===== src/rtl/cart_win_pkg.sv =====
package cart_win_pkg;
  localparam logic [1:0] OFF_CTRL = 2'd0;
  localparam logic [1:0] OFF_BANK = 2'd1;
  localparam logic [1:0] OFF_DATA = 2'd2;
  localparam logic [1:0] OFF_STAT = 2'd3;

  // control bits
  localparam int CB_CART    = 0;
  localparam int CB_IRQ_RAM = 1;
  localparam int CB_NMI_RAM = 2;
  localparam int CB_NMI_OFF = 3;
  localparam int CB_ONEBANK = 4;

  // status bits
  localparam int SB_RX_EMPTY = 0;
  localparam int SB_TX_BUSY  = 1;

  localparam logic [7:0] CTRL_RST = 8'h00;
  localparam logic [7:0] BANK_RST = 8'h08;
  localparam logic [7:0] STAT_RST = 8'hB0;
  localparam logic [7:0] DATA_RST = 8'h00;
endpackage


===== src/rtl/cart_win_decode.sv =====
module cart_win_decode #(
  parameter int          AW       = 16,
  parameter logic [15:0] WIN_BASE = 16'h3FFC,
  parameter logic [15:0] NMI_VEC  = 16'hFFFA,
  parameter logic [15:0] IRQ_VEC  = 16'hFFFE
) (
  input  logic [AW-1:0] addr_i,
  input  logic          nmi_ram_i,
  input  logic          irq_ram_i,
  output logic          win_hit_o,
  output logic [1:0]    off_o,
  output logic          vec_ram_o,
  output logic [AW-1:0] vec_addr_o,
  output logic          rom_sel_o
);
  localparam logic [AW-3:0] WIN_TAG = WIN_BASE[AW-1:2];

  logic [1:0] vec_hit;
  logic [1:0] vec_en;
  assign vec_en = {irq_ram_i, nmi_ram_i};

  // index 0: NMI pair -> window+0/1, index 1: IRQ pair -> window+2/3
  for (genvar v = 0; v < 2; v++) begin : g_vec
    localparam logic [15:0] VEC = (v == 0) ? NMI_VEC : IRQ_VEC;
    assign vec_hit[v] = vec_en[v] && (addr_i[AW-1:1] == VEC[AW-1:1]);
  end

  assign win_hit_o = (addr_i[AW-1:2] == WIN_TAG);
  assign off_o     = addr_i[1:0];
  assign vec_ram_o = |vec_hit;

  always_comb begin
    vec_addr_o = addr_i;
    if (vec_hit[0])      vec_addr_o = {WIN_TAG, 1'b0, addr_i[0]};
    else if (vec_hit[1]) vec_addr_o = {WIN_TAG, 1'b1, addr_i[0]};
  end

  assign rom_sel_o = addr_i[AW-1] && !vec_ram_o;
endmodule


===== src/rtl/cart_win_regs.sv =====
module cart_win_regs
  import cart_win_pkg::*;
#(
  parameter int DW = 8
) (
  input  logic          clk_i,
  input  logic          rst_ni,
  input  logic          wr_en_i,
  input  logic [1:0]    off_i,
  input  logic [DW-1:0] wdata_i,
  input  logic          stat_rd_i,
  input  logic          data_rd_i,
  input  logic          rx_valid_i,
  input  logic [DW-1:0] rx_data_i,
  output logic [DW-1:0] ctrl_o,
  output logic [DW-1:0] bank_o,
  output logic [DW-1:0] status_o,
  output logic [DW-1:0] data_o,
  output logic          pend_o,
  output logic          resync_o
);
  logic [DW-1:0] ctrl_q, bank_q, stat_q, data_q;
  logic          pend_q, resync_q;

  always_ff @(posedge clk_i or negedge rst_ni) begin
    if (!rst_ni) begin
      ctrl_q   <= CTRL_RST;
      bank_q   <= BANK_RST;
      stat_q   <= STAT_RST;
      data_q   <= DATA_RST;
      pend_q   <= 1'b0;
      resync_q <= 1'b0;
    end else begin
      resync_q <= wr_en_i;
      if (wr_en_i) begin
        case (off_i)
          OFF_CTRL: ctrl_q <= wdata_i;
          OFF_BANK: bank_q <= wdata_i;
          OFF_STAT: stat_q <= wdata_i;
          default: ;
        endcase
      end
      if (stat_rd_i) begin
        stat_q[SB_RX_EMPTY] <= ~rx_valid_i;
        if (rx_valid_i) begin
          data_q <= rx_data_i;
          pend_q <= 1'b1;
        end
      end
      if (data_rd_i) pend_q <= 1'b0;
    end
  end

  assign ctrl_o   = ctrl_q;
  assign bank_o   = bank_q;
  assign status_o = stat_q;
  assign data_o   = data_q;
  assign pend_o   = pend_q;
  assign resync_o = resync_q;
endmodule


===== src/rtl/cart_win_link.sv =====
module cart_win_link #(
  parameter int DW = 8
) (
  input  logic          clk_i,
  input  logic          rst_ni,
  input  logic          tx_req_i,
  input  logic [DW-1:0] wdata_i,
  input  logic          tx_ready_i,
  input  logic          data_rd_i,
  input  logic          pend_i,
  output logic          tx_valid_o,
  output logic [DW-1:0] tx_data_o,
  output logic          wait_o,
  output logic          rx_ack_o
);
  logic ack_q;

  assign tx_valid_o = tx_req_i;
  assign tx_data_o  = wdata_i;
  assign wait_o     = tx_req_i && !tx_ready_i;

  // ack only a byte that a status read captured
  always_ff @(posedge clk_i or negedge rst_ni) begin
    if (!rst_ni) ack_q <= 1'b0;
    else         ack_q <= data_rd_i && pend_i;
  end

  assign rx_ack_o = ack_q;
endmodule


===== src/rtl/cart_reg_window.sv =====
module cart_reg_window
  import cart_win_pkg::*;
#(
  parameter int          AW       = 16,
  parameter int          DW       = 8,
  parameter logic [15:0] WIN_BASE = 16'h3FFC,
  parameter logic [15:0] NMI_VEC  = 16'hFFFA,
  parameter logic [15:0] IRQ_VEC  = 16'hFFFE
) (
  input  logic          clk_i,
  input  logic          rst_ni,
  input  logic [AW-1:0] addr_i,
  input  logic [DW-1:0] wdata_i,
  input  logic          rd_i,
  input  logic          wr_i,
  output logic [DW-1:0] rdata_o,
  output logic          wait_o,
  output logic          tx_valid_o,
  output logic [DW-1:0] tx_data_o,
  input  logic          tx_ready_i,
  input  logic          rx_valid_i,
  input  logic [DW-1:0] rx_data_i,
  output logic          rx_ack_o,
  output logic          vec_ram_o,
  output logic [AW-1:0] vec_addr_o,
  output logic          rom_sel_o,
  output logic [DW-1:0] ctrl_o,
  output logic [DW-1:0] bank_o,
  output logic          resync_o
);
  logic          win_hit;
  logic [1:0]    off;
  logic [DW-1:0] stat_w, data_w;
  logic          pend_w;
  logic          reg_wr, tx_req, stat_rd, data_rd;

  cart_win_decode #(
    .AW(AW), .WIN_BASE(WIN_BASE), .NMI_VEC(NMI_VEC), .IRQ_VEC(IRQ_VEC)
  ) u_dec (
    .addr_i    (addr_i),
    .nmi_ram_i (ctrl_o[CB_NMI_RAM]),
    .irq_ram_i (ctrl_o[CB_IRQ_RAM]),
    .win_hit_o (win_hit),
    .off_o     (off),
    .vec_ram_o (vec_ram_o),
    .vec_addr_o(vec_addr_o),
    .rom_sel_o (rom_sel_o)
  );

  assign reg_wr  = wr_i && win_hit && (off != OFF_DATA);
  assign tx_req  = wr_i && win_hit && (off == OFF_DATA);
  assign stat_rd = rd_i && win_hit && (off == OFF_STAT);
  assign data_rd = rd_i && win_hit && (off == OFF_DATA);

  cart_win_regs #(.DW(DW)) u_regs (
    .clk_i     (clk_i),
    .rst_ni    (rst_ni),
    .wr_en_i   (reg_wr),
    .off_i     (off),
    .wdata_i   (wdata_i),
    .stat_rd_i (stat_rd),
    .data_rd_i (data_rd),
    .rx_valid_i(rx_valid_i),
    .rx_data_i (rx_data_i),
    .ctrl_o    (ctrl_o),
    .bank_o    (bank_o),
    .status_o  (stat_w),
    .data_o    (data_w),
    .pend_o    (pend_w),
    .resync_o  (resync_o)
  );

  cart_win_link #(.DW(DW)) u_link (
    .clk_i     (clk_i),
    .rst_ni    (rst_ni),
    .tx_req_i  (tx_req),
    .wdata_i   (wdata_i),
    .tx_ready_i(tx_ready_i),
    .data_rd_i (data_rd),
    .pend_i    (pend_w),
    .tx_valid_o(tx_valid_o),
    .tx_data_o (tx_data_o),
    .wait_o    (wait_o),
    .rx_ack_o  (rx_ack_o)
  );

  always_comb begin
    rdata_o = '0;
    if (rd_i && win_hit) begin
      case (off)
        OFF_CTRL: rdata_o = ctrl_o;
        OFF_BANK: rdata_o = bank_o;
        OFF_DATA: rdata_o = data_w;
        default: begin
          rdata_o              = stat_w;
          rdata_o[SB_TX_BUSY]  = ~tx_ready_i;
          rdata_o[SB_RX_EMPTY] = ~rx_valid_i;
        end
      endcase
    end
  end
endmodule


===== config.mk =====
export PLATFORM = sky130hd
export DESIGN_NAME = cart_reg_window
export DESIGN_NICKNAME = d
export VERILOG_FILES = /design/src/rtl/cart_win_pkg.sv /design/src/rtl/cart_win_decode.sv /design/src/rtl/cart_win_regs.sv /design/src/rtl/cart_win_link.sv /design/src/rtl/cart_reg_window.sv
export SDC_FILE = /design/constraint.sdc
export NUM_CORES = 1
export LEC_CHECK = 0
export ABC_AREA = 1
export BUFFER_PORTS_ARGS = -buffer_cell sky130_fd_sc_hd__buf_4
export CAP_MARGIN = 20
export CORE_MARGIN = 5
export CORE_UTILIZATION = 50
export DETAILED_ROUTE_END_ITERATION = 10
export PLACE_DENSITY = 0.91
export SLEW_MARGIN = 20
export SYNTH_ARGS = -nofsm -noshare
export SYNTH_HDL_FRONTEND = slang
export SYNTH_SLANG_ARGS = --single-unit

===== constraint.sdc =====
create_clock -name clk_i -period 2 [get_ports clk_i]
set_input_delay 0.4 -clock clk_i [delete_from_list [all_inputs] [get_ports clk_i]]
set_output_delay 0.4 -clock clk_i [all_outputs]
set_load 0.01 [all_outputs]

==> flow_metrics.py, run 1 <==
metrics = {
    "status": {
        "status": "completed",
    },
    "worst_setup_path": {
        "worst_path_most_repeated_cell": "buf_4",
        "cpPeakStageDelay_ns": 0.19,
        "reg2reg_depth": 2,
        "regToRegSetupSlack_ns": 1.26,
        "path_cells": "buf_4, nand2_1, inv_1, nand2_1, nor2_1, nand3_2, buf_4, nor2_1, buf_4",
        "end_kind": "output pin",
        "rr_endpoint": "u_regs.bank_o[3]",
        "rr_startpoint": "u_regs.bank_o[3]",
        "crit_arrival_ns": 1.43,
        "startpoint": "addr_i[3]",
        "path_depth": 9,
        "path_max_fanout": 7,
        "worst-path-buf-inv": 4,
        "cp.required_ns": 1.60,
        "start_kind": "primary input",
        "path_delay_family": "simple AND/OR/NAND/NOR gates",
        "crit_slowest_cell": "buf_4",
        "worstSetupPathType": "primary input to output pin",
        "endpoint": "rdata_o[1]",
    },
    "run": {
        "cap_violations": 0,
    },
    "route": {
        "vias_per_cell": 5.24,
        "vias": 2034,
        "drt-met1-wl_um": 2280,
        "drt-pass1-iter-count": 4,
        "drt_iter0_drc": 114,
        "wl_met2_um": 2800,
        "top_layer_used": "met4",
        "dr_wl_met3_um": 394,
        "drc": 0,
        "ant_nets": 0,
        "drt-wirelength-per-cell_um": 14.2,
        "wirelength_um": 5520,
    },
    "clocking": {
        "cts_tree": "yes",
        "cts_buffers": 5,
        "path_clk_slew_ns": 0.07,
        "hold_buffers": 0,
        "cts_sinks": 33,
        "cts_setup_buffers": 0,
        "htreeDepth": 2,
        "root_buffer": "clkbuf_8",
        "cts_buffer_depth": 2,
        "cts_resized": 0,
        "clkLatencyLatePin_ns": 0.29,
    },
    "synth": {
        "yosysWarnings": 0,
        "netlist_top_cells_count": "nand2_1, nand4_1, dfrtp_1, nor2_1, buf_4",
        "synth_cells": 267,
        "synthDistinctLibCells": 24,
        "synth_top_area_cell": "dfrtp_1",
        "synth_area_leaders": "dfrtp_1, nand2_1, nand4_1",
        "yosysMostFrequentCell": "nand2_1",
        "seq_area_frac_synth_pct": 41.5,
        "syn_area_um2": 2000,
        "synth-seq-cells": 33,
        "avgSynthCellArea_um2": 7.49,
        "synth_edf_count": 0,
        "synthArstFlopShare_pct": 100,
        "synth_nets": 305,
        "synth_ff_type": "dfrtp_1",
        "yosys.area.top_type_share_pct": 36.3,
    },
    "pwr": {
        "seqPwrFrac_pct": 43.7,
        "swShare_pct": 23.6,
        "comb_power_share_pct": 13.5,
        "clockPowerShare_pct": 42.7,
        "internal-power_mw": 1.17,
        "ir_worst_vdd_uv": 426,
        "leakage_nw": 1.49,
        "p_per_area_nw_per_um2": 562,
        "p_sw_mw": 0.360,
        "power_mw": 1.53,
    },
    "floorplanning": {
        "die_y_um": 73.3,
        "row_count": 23,
        "coreArea_um2": 3940,
        "initial_core_util_pct": 50.7,
        "die-area_um2": 5370,
        "die_w_um": 73.3,
        "io_pins": 92,
    },
    "global_route": {
        "grt_pass1_wl_um": 9200,
        "grt_overflow": 0,
        "first_global_vias": 1966,
        "grt_max_degree": 35,
        "grt_usage_pct": 22.1,
        "antenna_found_initial": 0,
    },
    "sta": {
        "setup_viol": 0,
        "slew-limit-headroom_pct": 73.3,
        "report.final.slew_viol_count": 0,
        "fin_ws_ns": 0.166,
        "skew_ns": 0.00466,
        "layout_min_cycle_time_ns": 1.83,
        "worstMarginPinSlew_ns": 0.401,
        "hold_ws_ns": 0.0359,
        "max_freq_mhz": 545,
        "fin_setup_tns_ns": 0,
        "rsz0062_at_grt": "no",
        "hold_viol": 0,
        "period_share_pct": 91.7,
    },
    "finish": {
        "antennaDiodeCount": 0,
        "fin_cells": 388,
        "fill_cells": 334,
        "multi_input_area_um2": 913,
        "final_nets": 375,
        "syn2layout_area_growth_pct": 35.8,
        "drive_above_1_share_pct": 37.3,
        "seq_area_um2": 831,
        "design_area_um2": 2720,
        "fin_util_pct": 68.9,
    },
    "hold_path": {
        "hp-class": "primary input to async pin",
    },
    "placement": {
        "dp_hpwl_um": 4150,
        "placed_area_um2": 2590,
        "portBuffers": 91,
        "gp_congestion": 0.793,
        "dpl.cell_count": 380,
        "pre_cts_ws_ns": 0.147,
    },
}
-- metal layers --
metal | vias to the layer above | GRT usage (%)
met3 | 4 | 5.88
met4 | 0 | 6.56
met2 | 71 | 36.5
met5 | - | 0
li1 | 994 | -
met1 | 965 | 28.3
-- layout make-up --
type | instances | share of cell area, %
clock buffers | 7 | 3.18
inverters | 14 | 1.93
clock inverters | 1 | 1.11
well taps | 50 | 2.30
multi-input cells | 186 | 33.6
repair buffers | 97 | 27.3
flip-flops and latches | 33 | 30.6
-- logic make-up (layout without fill, tap and decap cells) --
family | Yosys count | count (layout) | synth area share (%)
AO/OA/AOI/OAI | 12 | 12 | 3.19
flip-flops | 33 | 33 | 41.5
buffers and inverters | 48 | 119 | 13.3
AND/OR/NAND/NOR | 174 | 174 | 42.0
-- worst min-delay path by stage --
stage	slack (ns)	cells after the start	end
after floorplan	0.10	0	u_link.rx_ack_o
after global placement	0.36	1	u_regs.data_o[6]
after detailed placement	0.36	1	u_regs.data_o[6]
after CTS	0.05	1	u_regs.data_o[6]
after global routing	0.08	1	u_regs.status_o[3]
final	0.04	1	u_regs.data_o[6]
-- cells in the final DEF (no fill, tap or decap), types with 4 or more instances in the layout --
cell	instances
nor2_1	21
nand2_1	98
buf_4	96
dfstp_2	4
dfrtp_1	29
a21oi_1	8
clkbuf_8	6
nand4_1	30
inv_1	11
nand3_1	9
-- state kept, by name, indices dropped and copies added (netlist names) --
signal and cells:
u_link.rx_ack_o 1, u_regs.bank_o 8, u_regs.ctrl_o 8, u_regs.data_o 8, u_regs.pend_o 1, u_regs.resync_o 1
u_regs.status_o 6
-- power by group through the flow --
| stage | clock network [mW] | logic (mW) | registers, mW |
|---|---|---|---|
| after CTS | 0.661 | 0.209 | 0.668 |
| after floorplan | 0 | 0.0970 | 0.681 |
| final | 0.653 | 0.207 | 0.668 |
| after detailed placement | 0 | 0.207 | 0.680 |
| after global placement | 0 | 0.205 | 0.680 |
| after global routing | 0.687 | 0.227 | 0.668 |
Note: power is estimated with default switching activity, not from simulation.
==> run 2: changes to the inputs <==
--- a/config.mk
+++ b/config.mk
@@ -9,10 +9,11 @@
 export BUFFER_PORTS_ARGS = -buffer_cell sky130_fd_sc_hd__buf_4
 export CAP_MARGIN = 20
 export CORE_MARGIN = 5
-export CORE_UTILIZATION = 50
+export CORE_UTILIZATION = 51
 export DETAILED_ROUTE_END_ITERATION = 10
 export PLACE_DENSITY = 0.91
 export SLEW_MARGIN = 20
 export SYNTH_ARGS = -nofsm -noshare
 export SYNTH_HDL_FRONTEND = slang
+export SYNTH_HIERARCHICAL = 1
 export SYNTH_SLANG_ARGS = --single-unit
==> constraint.sdc (replaced) <==
create_clock -name clk_i -period 2.22 [get_ports clk_i]
set_input_delay 0.444 -clock clk_i [delete_from_list [all_inputs] [get_ports clk_i]]
set_output_delay 0.444 -clock clk_i [all_outputs]
set_load 0.01 [all_outputs]
==> run 2 against run 1 <==
Wire length shrank 5.8%. Die area down 1.3%. Area after synthesis grew 0.44%. Register-to-register slack better by 0.20 ns. Core utilization up 2.2 points. Sequential share of layout area is 0.65 points higher. Clock skew is 0.0042 ns lower. Combinational power down 15%. Critical path type unchanged. Highest routed layer unchanged.
==> flow_metrics.py, run 2 <==
metrics = {
    "route": {
        "vias_per_cell": 5.06,
        "drt_iter0_drc": 87,
        "drt-wirelength-per-cell_um": 13.4,
        "drt-pass1-iter-count": 4,
        "ant_nets": 0,
        "wirelength_um": 5200,
        "vias": 1967,
        "drc": 0,
    },
    "clocking": {
        "cts_sinks": 33,
        "cts_setup_buffers": 0,
        "cts_buffers": 5,
        "cts_tree": "yes",
        "htreeDepth": 2,
        "clkLatencyLatePin_ns": 0.29,
        "root_buffer": "clkbuf_8",
        "path_clk_slew_ns": 0.06,
        "cts_buffer_depth": 2,
    },
    "worst_setup_path": {
        "cp.required_ns": 1.78,
        "worstSetupPathType": "primary input to output pin",
        "crit_arrival_ns": 1.61,
        "start_kind": "primary input",
        "rr_startpoint": "u_regs/bank_o[3]",
        "end_kind": "output pin",
        "reg2reg_depth": 2,
        "regToRegSetupSlack_ns": 1.46,
        "rr_endpoint": "u_regs/bank_o[3]",
        "path_max_fanout": 9,
    },
    "floorplanning": {
        "die-area_um2": 5300,
        "row_count": 22,
        "initial_core_util_pct": 53.7,
        "die_y_um": 72.8,
        "io_pins": 92,
        "die_w_um": 72.8,
        "coreArea_um2": 3740,
    },
    "finish": {
        "layout_common_cells": "buf_4, nand2_1, nand3_1, inv_1, dfrtp_1",
        "antennaDiodeCount": 0,
        "fill_cells": 316,
        "final_common_cell": "buf_4",
        "final_nets": 378,
        "design_area_um2": 2660,
        "syn2layout_area_growth_pct": 32.4,
        "drive_above_1_share_pct": 37.2,
    },
    "synth": {
        "avgSynthCellArea_um2": 7.39,
        "yosysWarnings": 6,
        "synth_cells": 272,
        "syn_area_um2": 2010,
        "synth_nets": 310,
    },
    "sta": {
        "layout_min_cycle_time_ns": 2.05,
        "fin_setup_tns_ns": 0,
        "hold_ws_ns": 0.0829,
        "fin_ws_ns": 0.166,
        "period_share_pct": 92.5,
        "worstMarginPinSlew_ns": 0.404,
        "skew_ns": 0.000447,
        "slew-limit-headroom_pct": 73.1,
        "report.final.slew_viol_count": 0,
        "hold_viol": 0,
        "max_freq_mhz": 487,
        "setup_viol": 0,
    },
    "status": {
        "status": "completed",
    },
    "pwr": {
        "p_per_area_nw_per_um2": 463,
        "leakage_nw": 1.50,
        "ir_worst_vdd_uv": 430,
    },
    "global_route": {
        "antenna_found_initial": 0,
        "first_global_vias": 1899,
        "grt_overflow": 0,
        "grt_pass1_wl_um": 8420,
        "grt_usage_pct": 20.2,
        "grt_max_degree": 34,
    },
    "placement": {
        "gp_congestion": 0.864,
        "portBuffers": 91,
        "dp_hpwl_um": 4130,
        "pre_cts_ws_ns": 0.0534,
        "placed_area_um2": 2560,
    },
    "run": {
        "cap_violations": 0,
    },
    "hold_path": {
        "hp-class": "primary input to async pin",
    },
}
## run 2: changes by cell type in the layout (fill, tap and decap cells not counted), moves of 4 or more
cell,before,now
a21oi_1,8,2
buf_4,96,92
inv_1,11,31
nand2_1,98,76
nand3_1,9,35
nand4_1,30,1
o21ai_0,2,14
o21ai_2,0,8
## run 2: worst max-delay path by stage
stage                   start               end  cells after the start
floorplan           addr_i[6]  u_regs/bank_o[5]                     11
global placement    addr_i[6]        rdata_o[0]                     12
detailed placement  addr_i[6]        rdata_o[1]                     12
CTS                 addr_i[6]        rdata_o[1]                     12
global route        addr_i[6]        rdata_o[7]                     10
finish              addr_i[6]        rdata_o[0]                     12
## run 2: routing by layer
layer  GRT usage (%)  vias up  share of wire (%)
li1                -      960                  -
met1            23.2      904                 38
met2            33.9       91                 49
met3            6.34       12                 11
met4            9.63        0                2.4
met5               0        -                  0
## run 2: per-stage QoR
step / utilization [%] / total power, mW / instances
3_3_place_gp: 68.4 / 0.787 / 381
3_5_place_dp: 68.4 / 0.789 / 381
4_1_cts: 70.8 / 1.25 / 389
5_1_grt: 71.1 / 1.28 / 389
6_report: 71.1 / 1.23 / 389
2_1_floorplan: - / 0.702 / 272
## run 2: repair_timing
action,in CTS,in global routing
endpoints found under the setup margin,0,9
resized for setup,0,3
hold buffers,0,0
## run 2: layout make-up
type	count	area, µm²	share of cell area [%]
well taps	48	60.1	2.26
repair buffers	93	711	26.7
flip-flops and latches	33	831	31.2
multi-input cells	176	852	32.0
clock buffers	8	90.1	3.39
inverters	31	116	4.37
## run 2: critical path: stages
cell and delay [ns]:
buf_4 0.08, nand2_1 0.06, nor2_2 0.17, nand2_1 0.09, nor3_2 0.18, nand2_2 0.18, inv_1 0.11, nand2_1 0.06
inv_1 0.05, nand2_1 0.04, inv_1 0.04, buf_4 0.11
## run 2: where the power goes
group / internal [mW] / leakage (nW) / total, mW / switching, mW
combinational: 0.0829 / 1.01 / 0.176 / 0.0927
clock: 0.252 / 0.0455 / 0.453 / 0.201
sequential: 0.602 / 0.441 / 0.602 / 0.000116
==> run 3: changes to the inputs <==
--- a/config.mk
+++ b/config.mk
@@ -8,11 +8,12 @@
 export ABC_AREA = 1
 export BUFFER_PORTS_ARGS = -buffer_cell sky130_fd_sc_hd__buf_4
 export CAP_MARGIN = 20
+export CORE_ASPECT_RATIO = 2
 export CORE_MARGIN = 5
 export CORE_UTILIZATION = 51
 export DETAILED_ROUTE_END_ITERATION = 10
 export PLACE_DENSITY = 0.91
-export SLEW_MARGIN = 20
+export SLEW_MARGIN = 25
 export SYNTH_ARGS = -nofsm -noshare
 export SYNTH_HDL_FRONTEND = slang
 export SYNTH_HIERARCHICAL = 1
==> run 3 against run 2 <==
Sequential share of layout area up 0.059 points. Die area increased by 1.4%. Total power increased by 3.6%. First-iteration DRC count decreased by 48%. Register-to-register slack improved by 0.02 ns.
==> flow_metrics.py, run 3 (same netlist as run 2, synthesis figures left out) <==
metrics = {
    "status": {
        "status": "completed",
    },
    "finish": {
        "drive_above_1_share_pct": 37.2,
        "layout_common_cells": "buf_4, nand2_1, nand3_1, inv_1, dfrtp_1",
        "final_nets": 378,
        "final_common_cell": "buf_4",
        "syn2layout_area_growth_pct": 32.1,
        "antennaDiodeCount": 0,
    },
    "worst_setup_path": {
        "path_delay_family": "simple AND/OR/NAND/NOR gates",
        "end_kind": "output pin",
        "worst-path-buf-inv": 5,
        "cp.required_ns": 1.78,
        "worst_path_most_repeated_cell": "nand2_1",
        "worstSetupPathType": "primary input to output pin",
        "path_max_fanout": 9,
        "crit_slowest_cell": "nor3_1",
        "cpPeakStageDelay_ns": 0.28,
        "start_kind": "primary input",
        "path_cells": "buf_4, nand2_1, nor2_2, nand2_1, nor3_1, nand2_2, inv_1, nand2_1, inv_1, nand2_1, inv_1, buf_4",
        "crit_arrival_ns": 1.72,
    },
    "clocking": {
        "cts_resized": 0,
        "hold_buffers": 0,
        "root_buffer": "clkbuf_8",
        "cts_buffer_depth": 2,
        "path_clk_slew_ns": 0.06,
        "cts_sinks": 33,
        "clkLatencyLatePin_ns": 0.29,
        "cts_setup_buffers": 0,
        "htreeDepth": 2,
        "cts_tree": "yes",
        "cts_buffers": 5,
    },
    "route": {
        "drt-pass1-iter-count": 5,
        "vias_per_cell": 5.11,
        "vias": 2005,
        "wirelength_um": 5740,
        "drt-wirelength-per-cell_um": 14.6,
        "drt_iter0_drc": 45,
        "ant_nets": 0,
        "drc": 0,
    },
    "pwr": {
        "ir_worst_vdd_uv": 588,
        "leakage_nw": 1.51,
        "p_per_area_nw_per_um2": 480,
    },
    "sta": {
        "layout_min_cycle_time_ns": 2.16,
        "worstMarginPinSlew_ns": 0.417,
        "report.final.slew_viol_count": 0,
        "setup_viol": 0,
        "max_freq_mhz": 462,
        "slew-limit-headroom_pct": 72.2,
        "period_share_pct": 97.4,
        "fin_ws_ns": 0.0571,
        "hold_viol": 0,
        "hold_ws_ns": 0.0873,
        "skew_ns": 0.000243,
    },
    "global_route": {
        "grt_usage_pct": 22.8,
        "met1_usage_pct": 21.3,
        "grt_overflow": 0,
        "grt_use_met2_pct": 41.6,
        "busiest_layer": "met2",
        "gr-usage-met3_pct": 4.84,
        "antenna_found_initial": 0,
        "first_global_vias": 2021,
        "grt_pass1_wl_um": 8910,
        "grt_max_degree": 34,
    },
    "floorplanning": {
        "die-area_um2": 5370,
        "io_pins": 92,
        "initial_core_util_pct": 52.3,
        "die_w_um": 54.4,
        "die_y_um": 98.8,
        "coreArea_um2": 3840,
        "row_count": 32,
    },
    "placement": {
        "dp_hpwl_um": 4500,
        "gp_congestion": 0.788,
        "pre_cts_ws_ns": 0.100,
        "portBuffers": 91,
    },
    "run": {
        "cap_violations": 0,
    },
    "hold_path": {
        "hp-class": "primary input to async pin",
    },
}
run 3: cell types whose count changed in the layout (fill, tap and decap cells not counted), sizes merged:
cell and delta:
clkinv +1, clkbuf -1
run 3: final cells by class:
| cell class | count | area [µm²] |
|---|---|---|
| multi-input combinational | 176 | 845 |
| timing repair buffer | 93 | 698 |
| fill | 328 | 1190 |
| clock buffer | 7 | 96.3 |
| clock inverter | 1 | 5.00 |
| tap | 51 | 63.8 |
| inverter | 31 | 116 |
| sequential | 33 | 831 |
run 3: path summary, 6_finish.rpt:
check	endpoint	startpoint	cells past startpoint	slack, ns
min in group clk_i	u_regs/data_o[0]	rx_data_i[0]	3	0.38
min reg2reg	u_regs/data_o[7]	u_regs/data_o[7]	2	0.48
max in group asynchronous	u_regs/status_o[7]	rst_ni	1	1.80
min	u_regs/bank_o[1]	rst_ni	1	0.09
max reg2reg	u_regs/status_o[4]	u_regs/status_o[4]	2	1.48
max	rdata_o[1]	addr_i[6]	12	0.06
run 3: metal layers:
| metal | routed length [µm] | up-vias |
|---|---|---|
| met5 | 0 | - |
| met4 | 219 | 0 |
| met3 | 450 | 19 |
| met2 | 3240 | 96 |
| met1 | 1820 | 924 |
| li1 | - | 966 |
run 3: report_power, final:
group          switching [mW]  internal [mW]
combinational          0.0955         0.0831
clock                   0.215          0.280
sequential           0.000118          0.602
run 3: stage by stage:
stage / setup TNS [ns] / power, mW / util, % / instances / area, µm²
after floorplan: 0 / 0.702 / - / 272 / 2010
after global placement: 0 / 0.788 / 66.4 / 384 / 2550
after detailed placement: 0 / 0.792 / 66.4 / 384 / 2550
after CTS: 0 / 1.28 / 69.0 / 392 / 2650
after global routing: -0.192 / 1.32 / 69.1 / 392 / 2660
final: 0 / 1.28 / 69.1 / 392 / 2660
